===== src/rtl/eeprom_status_rep.sv =====
`timescale 1ns/1ps
module eeprom_status_rep #(
  parameter int DW = 32
) (
  input  logic          clk,
  input  logic          rst_n,
  input  logic          wr_strobe,
  input  logic          engine_busy,
  input  logic [DW-1:0] last_word,
  input  logic          wide_mode,
  input  logic          rd_strobe,
  input  logic [DW-1:0] array_rdata,
  output logic [DW-1:0] host_rdata,
  output logic          rb_oe,
  output logic          rb_level
);
  localparam int LANES = DW / 8;

  logic in_prog, busy_d, tog;
  logic prog_done;

  assign prog_done = busy_d & ~engine_busy;

  always_ff @(posedge clk or negedge rst_n) begin
    if (!rst_n) begin
      in_prog <= 1'b0;
      busy_d  <= 1'b0;
      tog     <= 1'b1;
    end else begin
      busy_d <= engine_busy;
      if (wr_strobe) begin
        in_prog <= 1'b1;
        tog     <= 1'b1;
      end else begin
        if (prog_done) in_prog <= 1'b0;
        if (in_prog && rd_strobe) tog <= ~tog;
      end
    end
  end

  assign rb_oe    = in_prog;
  assign rb_level = 1'b0;

  always_comb begin
    host_rdata = array_rdata;
    if (in_prog) begin
      for (int k = 0; k < LANES; k++) begin
        if (k == 0 || wide_mode) begin
          host_rdata[8*k+7] = ~last_word[8*k+7];
          host_rdata[8*k+6] = tog;
        end
      end
    end
  end
endmodule



===== config.mk =====
export PLATFORM = sky130hd
export DESIGN_NAME = eeprom_status_rep
export DESIGN_NICKNAME = d
export VERILOG_FILES = /design/src/rtl/eeprom_status_rep.sv
export SDC_FILE = /design/constraint.sdc
export NUM_CORES = 1
export LEC_CHECK = 0
export CORE_MARGIN = 8
export CORE_UTILIZATION = 16
export DETAILED_ROUTE_END_ITERATION = 8
export PLACE_DENSITY = 0.78
export SKIP_LAST_GASP = 1
export SLEW_MARGIN = 20
export SYNTH_ARGS = -nofsm -noshare
export SYNTH_HDL_FRONTEND = slang
export SYNTH_SLANG_ARGS = --single-unit

===== constraint.sdc =====
create_clock -name clk -period 1.2 [get_ports clk]
set_input_delay 0.24 -clock clk [delete_from_list [all_inputs] [get_ports clk]]
set_output_delay 0.24 -clock clk [all_outputs]
set_load 0.02 [all_outputs]

==> results of run 1 <==
## state kept, by name, summed over array words and instances, names as in the netlist
name	cells
tog	1
rb_oe	1
busy_d	1
## kinds of logic (layout without fill, tap and decap cells)
family / Yosys count / count (layout) / share of synthesized area (%)
other: 1 / 1 / 0.876
AO/OA/AOI/OAI: 6 / 6 / 10.2
multiplexers: 5 / 5 / 12.9
AND/OR/NAND/NOR: 4 / 4 / 8.19
buffers and inverters: 30 / 40 / 50.0
flip-flops: 3 / 3 / 17.8
## worst max-delay path by stage
stage                     slack (ns)  depth (start not counted)        endpoint
final                          -0.29                          4  host_rdata[31]
after global placement         -0.79                          4  host_rdata[22]
after floorplan                -0.02                          3  host_rdata[15]
after global routing           -0.35                          4  host_rdata[31]
after CTS                      -0.31                          4  host_rdata[31]
after detailed placement       -0.81                          4  host_rdata[23]
## cells in the final DEF (no fill, tap or decap), types with 2 or more instances in the layout
cell / count
clkdlybuf4s50_1: 16
a21o_1: 3
buf_6: 8
dlygate4sd2_1: 2
clkbuf_4: 3
inv_1: 4
buf_4: 5
mux2i_4: 3
## metrics by stage
step / setup slack, ns / power (mW) / std cells / cell area [sq um]
after floorplan: -0.0158 / 0.361 / 49 / 479
after global placement: -0.787 / 0.370 / 81 / 593
after detailed placement: -0.814 / 0.376 / 81 / 593
after CTS: -0.314 / 0.592 / 89 / 669
after global routing: -0.355 / 0.616 / 89 / 669
final: -0.294 / 0.575 / 89 / 669
## worst max-delay path: stages, from the launching register on
cell	delay [ns]
dfrtp_2	0.42
buf_12	0.14
nand2_8	0.09
mux2i_4	0.23
buf_6	0.14
## per-layer routing
layer | vias to the layer above | GRT usage, %
met5 | - | 0
met4 | 0 | 4.70
li1 | 148 | -
met3 | 6 | 3.48
met1 | 158 | 4.14
met2 | 33 | 7.93
## power breakdown
| group | leakage, nW | internal [mW] | total (mW) | switching [mW] |
|---|---|---|---|---|
| registers | 0.0316 | 0.111 | 0.117 | 0.00626 |
| clock network | 0.0150 | 0.125 | 0.177 | 0.0527 |
| logic | 0.254 | 0.169 | 0.280 | 0.111 |
## what timing repair did
action | 4_1_cts | 5_1_grt
buffers inserted | 4 | 1
hold buffers | 0 | 0
cloned | 0 | 0
setup endpoints to repair | 9 | 9
gates resized for setup | 50 | 1
## final cells by class
type,instances,area (sq um)
fill,266,1830
timing repair buffer,32,325
tap,30,37.5
multi-input combinational,16,188
clock buffer,4,26.3
sequential,3,77.6
inverter,4,15.0
==> impl_results.md, run 1 <==
* Outcome: finished, violations left
* Failing checks: setup timing
* Vias per cell at 3.88
* Die Area at 4590 sq um
* Commonest cells in the netlist: buf_4 (25), inv_1 (4), mux2i_1 (4)
* Post-route ant nets at 0
* Routed wl met3 at 271 um
* Final Slew Violations at 0
* Worst flop-to-flop path startpoint: rb_oe$_DFFE_PN0P_
* DR WL met2 at 486 um
* Vias at 345
* HP Class: in2async
* Chip height at 67.7 um
* Largest net degree at the start of global routing at 7
* Global route total overflow at 0
* # H-tree levels at 1
* Startpoint types: register
* EDFF count, synth at 0
* Final wirelength at 1200 um
* Latest clock arrival within the worst-skew pair at 0.23 ns
* # diodes at 0
* Lkg Pwr at 0.301 nW
* Final Skew at 0.00530 ns
* Asr flop ratio synth at 100%
* Final worst-path cycle share at 124%
* Most common cell in the netlist: buf_4
* Synth Warn # at 0
* Core Region at 2500 sq um
* Rows at 18
* Layout Nets at 130
* R2R Setup Slk at 0.16 ns
* Gp weighted congestion at 0.798
* Global-route wire length before repair at 1680 um
* Critical path arrival at 1.25 ns
* Critical path data required time at 0.96 ns
* Synth top area share at 43.9%
* Peak VDD IR at 0.463 mV
* Fin util at 26.8%
* Top Layer Used: met4
* Vias in the first global route at 373
* Netlist cell types at 16
* I/O pins at 104
* Crit path time final at 1.49 ns
* Synthesis-to-layout area growth at 56.4%
* CTS tree: done
* Worst r2r path cells at 4
* TritonCTS Sinks at 3
* Pwr dens at 859 nW/um^2
* Prevailing post-synth register cell: dfrtp_1
* Worst setup path startpoint: rb_oe$_DFFE_PN0P_
* Worst-path maximum fanout at 6
* Crit path kind: reg2out
* Fmax at 0.669 GHz
* Setup_tns at -2.37 ns
* Post-Syn Nets at 119
* Hold Slack at 0.195 ns
* Initial Utilization at 17.1%
* Setup-failing EPs final at 9
* Cell taking the most area after synthesis: buf_4
* Synth Register Bits at 3
* Mapped Avg Cell Area at 8.73 sq um
* Max-Cap Viols at 0
* CTS Root Cell: clkbuf_4
* Input/output buffers at 26
* GRT Total Usage at 5.03%
* DPL Wire Length at 1040 um
* Clk slew on worst S/H paths at 0.04 ns
* Syn Std Cell Area at 428 sq um
* Iteration-0 DRC Markers at 1
* Sequential cell area fraction in the yosys report at 17.8%
* Met1 wire length at 417 um
* DRC violations left at 0
* Drt wl/cell at 13.5 um
* Crit end category: primary output
* Chip Width at 67.7 um
* Drt pass-1 iters at 3
* Antenna violations before repair at 0
* Final hold violation count at 0
* Fraction of layout cells with a size suffix above 1 at 45.8%
* RSZ-0062 raised after global routing: yes
* Top post-synthesis cells by area: buf_4 (44%), dfrtp_1 (12%), mux2i_1 (9.4%)
* FF-to-FF End: tog$_DFFE_PN1P_
* Cell count after synthesis at 49
* Final worst slack at -0.294 ns
* CTS Buf Count at 3
* Clock Path Buffers at 2
(Power assumes the default switching activity.)
==> run 2, diff against run 1 <==
Settings changed: HOLD_SLACK_MARGIN from default to 0.06.
Clock period 1.2 ns to 1.7 ns, I/O delays scaled along.
==> run 2 against run 1 <==
The run now ends clean. Critical path depth fell by 1. Routed wire length down 1.5%. Via count decreased by 6.1%. Global-route usage fell by 0.44 points. Worst hold slack gained 0.10 ns. Core utilization down 4.3 points. Setup slack better by 0.34 ns. Clock skew down 0.0026 ns. Clock power fell by 29%. Critical path type is now in2out. Cell area is 16% lower. Power down 38%.
==> impl_results.md, run 2 (same netlist as run 1, synthesis figures left out) <==
* Final worst-path cycle share at 97.2%
* Max-Cap Viols at 0 (unchanged)
* Crit end category: primary output
* CTS tree: done
* Chip height at 67.7 um (unchanged)
* Crit path time final at 1.65 ns
* Critical path data required time at 1.36 ns (+0.40 ns)
* Gp weighted congestion at 0.766 (-4.0%)
* CTS Root Cell: clkbuf_4
* Latest clock arrival within the worst-skew pair at 0.23 ns (about the same)
* Startpoint types: input pin
* HP Class: in2async
* Clock Path Buffers at 2 (unchanged)
* Die Area at 4590 sq um (unchanged)
* Antenna violations before repair at 0 (unchanged)
* Most frequent cells in the layout: clkdlybuf4s50_1 (16), inv_1 (4), mux2i_1 (4)
* Critical path's slowest cell: clkdlybuf4s50_1
* Cts hold-fix bufs at 0 (unchanged)
* # diodes at 0 (unchanged)
* CTS Buf Count at 3 (unchanged)
* Setup-failing EPs final at 0 (-9)
* Worst-path maximum fanout at 1 (-5)
* Post-route ant nets at 0 (unchanged)
* R2R Setup Slk at 0.74 ns (+0.58 ns)
* Critical path arrival at 1.31 ns (+0.06 ns)
* Pwr dens at 632 nW/um^2 (-26%)
* GRT Total Usage at 4.59% (-0.44 points)
* I/O pins at 104 (unchanged)
* Global route total overflow at 0 (unchanged)
* Crit path cell chain: clkdlybuf4s50_1, mux2_4, clkdlybuf4s15_1
* DPL Wire Length at 1030 um (-0.75%)
* Core Region at 2500 sq um (unchanged)
* Vias per cell at 3.77 (-2.8%)
* Vias at 324 (-6.1%)
* Clk slew on worst S/H paths at 0.04 ns (about the same)
* Chip Width at 67.7 um (unchanged)
* Fmax at 0.605 GHz
* Lkg Pwr at 0.278 nW (-7.7%)
* Worst setup path startpoint: array_rdata[6]
* Outcome: complete, no violations
* Drt wl/cell at 13.7 um (+1.9%)
* Commonest non-fill, non-tap cell in the layout: clkdlybuf4s50_1
* Final hold violation count at 0 (unchanged)
* Worst flop-to-flop path startpoint: rb_oe$_DFFE_PN0P_
* Synthesis-to-layout area growth at 31.3%
* Final cell count without fillers at 86 (-3.4%)
* Final Skew at 0.00268 ns (-0.00261 ns)
* DRC violations left at 0 (unchanged)
* Final worst slack at 0.0477 ns (+0.342 ns)
* Rows at 18 (unchanged)
* TritonCTS Sinks at 3 (unchanged)
* Global-route wire length before repair at 1550 um (-7.8%)
* RSZ-0062 raised after global routing: no
* Fin util at 22.5% (-4.3 points)
* Fraction of layout cells with a size suffix above 1 at 32.1% (-14 points)
* # H-tree levels at 1 (unchanged)
* Initial Utilization at 17.1% (unchanged)
* Vias in the first global route at 336 (-9.9%)
* Max incr delay on CP at 0.41 ns (about the same)
* Layout Nets at 127 (-2.3%)
* Iteration-0 DRC Markers at 1 (unchanged)
* Largest net degree at the start of global routing at 7 (unchanged)
* Place WS at -0.459 ns (+0.355 ns)
* Worst r2r path cells at 3 (-1)
* Peak VDD IR at 0.334 mV (-28%)
* Final wirelength at 1180 um (-1.5%)
* Crit path kind: in2out
* DP Cell Count at 82 (+1.2%)
* Final Slew Violations at 0 (unchanged)
* Input/output buffers at 26 (unchanged)
* Filler instances at 275 (+3.4%)
* Drt pass-1 iters at 2 (-1)
run 2: cell types whose count changed in the layout (fill, tap and decap cells not counted), sizes merged:
cell | previous run | this run
dlygate4sd2 | 2 | 3
clkbuf | 4 | 6
clkdlybuf4s15 | 0 | 4
buf | 14 | 4
run 2: layout make-up:
class                      instances  area, sq um  area share [%]
inverter                           4         15.0            2.67
multi-input combinational         16          138            24.5
timing repair buffer              29          268            47.7
clock buffer                       4         26.3            4.68
tap                               30         37.5            6.68
sequential                         3         77.6            13.8
run 2: critical path, delay by kind of cell:
family / cells / cell delay, ns
muxes: 1 / 0.27
buffers and inverters: 2 / 0.70
run 2: metrics by stage:
stage	power (mW)	hold WS, ns	area (sq um)	TNS [ns]
2_1_floorplan	0.236	0.0444	428	0
3_3_place_gp	0.243	0.530	549	-2.88
3_5_place_dp	0.246	0.541	549	-3.05
4_1_cts	0.366	0.289	569	-0.0498
5_1_grt	0.373	0.298	562	0
6_report	0.355	0.294	562	0
run 2: final timing paths:
path | endpoint
setup / recovery | host_rdata[6]
hold / removal | busy_d$_DFF_PN0_
setup reg to reg | tog$_DFFE_PN1P_
hold reg to reg | rb_oe$_DFFE_PN0P_
max in group asynchronous | tog$_DFFE_PN1P_
min in group clk | rb_oe$_DFFE_PN0P_
run 2: metal layers:
layer | track usage [%] | up-vias | wire [um]
li1 | - | 143 | -
met1 | 3.56 | 132 | 350
met2 | 7.10 | 37 | 464
met3 | 3.31 | 12 | 312
met4 | 4.96 | 0 | 51
met5 | 0 | - | 0
run 2: what timing repair did:
| item | 4_1_cts | 5_1_grt |
|---|---|---|
| cloned | 0 | 0 |
| buffers inserted | 0 | 0 |
| endpoints found under the setup margin | 9 | 3 |
| resized for setup | 21 | 4 |
| hold endpoints to repair | 0 | 0 |
run 2: report_power, final:
group	switching [mW]	internal (mW)	total [mW]	leakage [nW]
combinational	0.0616	0.0828	0.144	0.231
clock	0.0378	0.0880	0.126	0.0150
sequential	0.00631	0.0784	0.0847	0.0316
total	0.106	0.249	0.355	0.278
==> run 3, diff against run 2 <==
Settings changed: CTS_CLUSTER_DIAMETER from default to 200.
==> results of run 3 <==
Same layout as run 2: the final DEF is identical, and so are final timing and power.
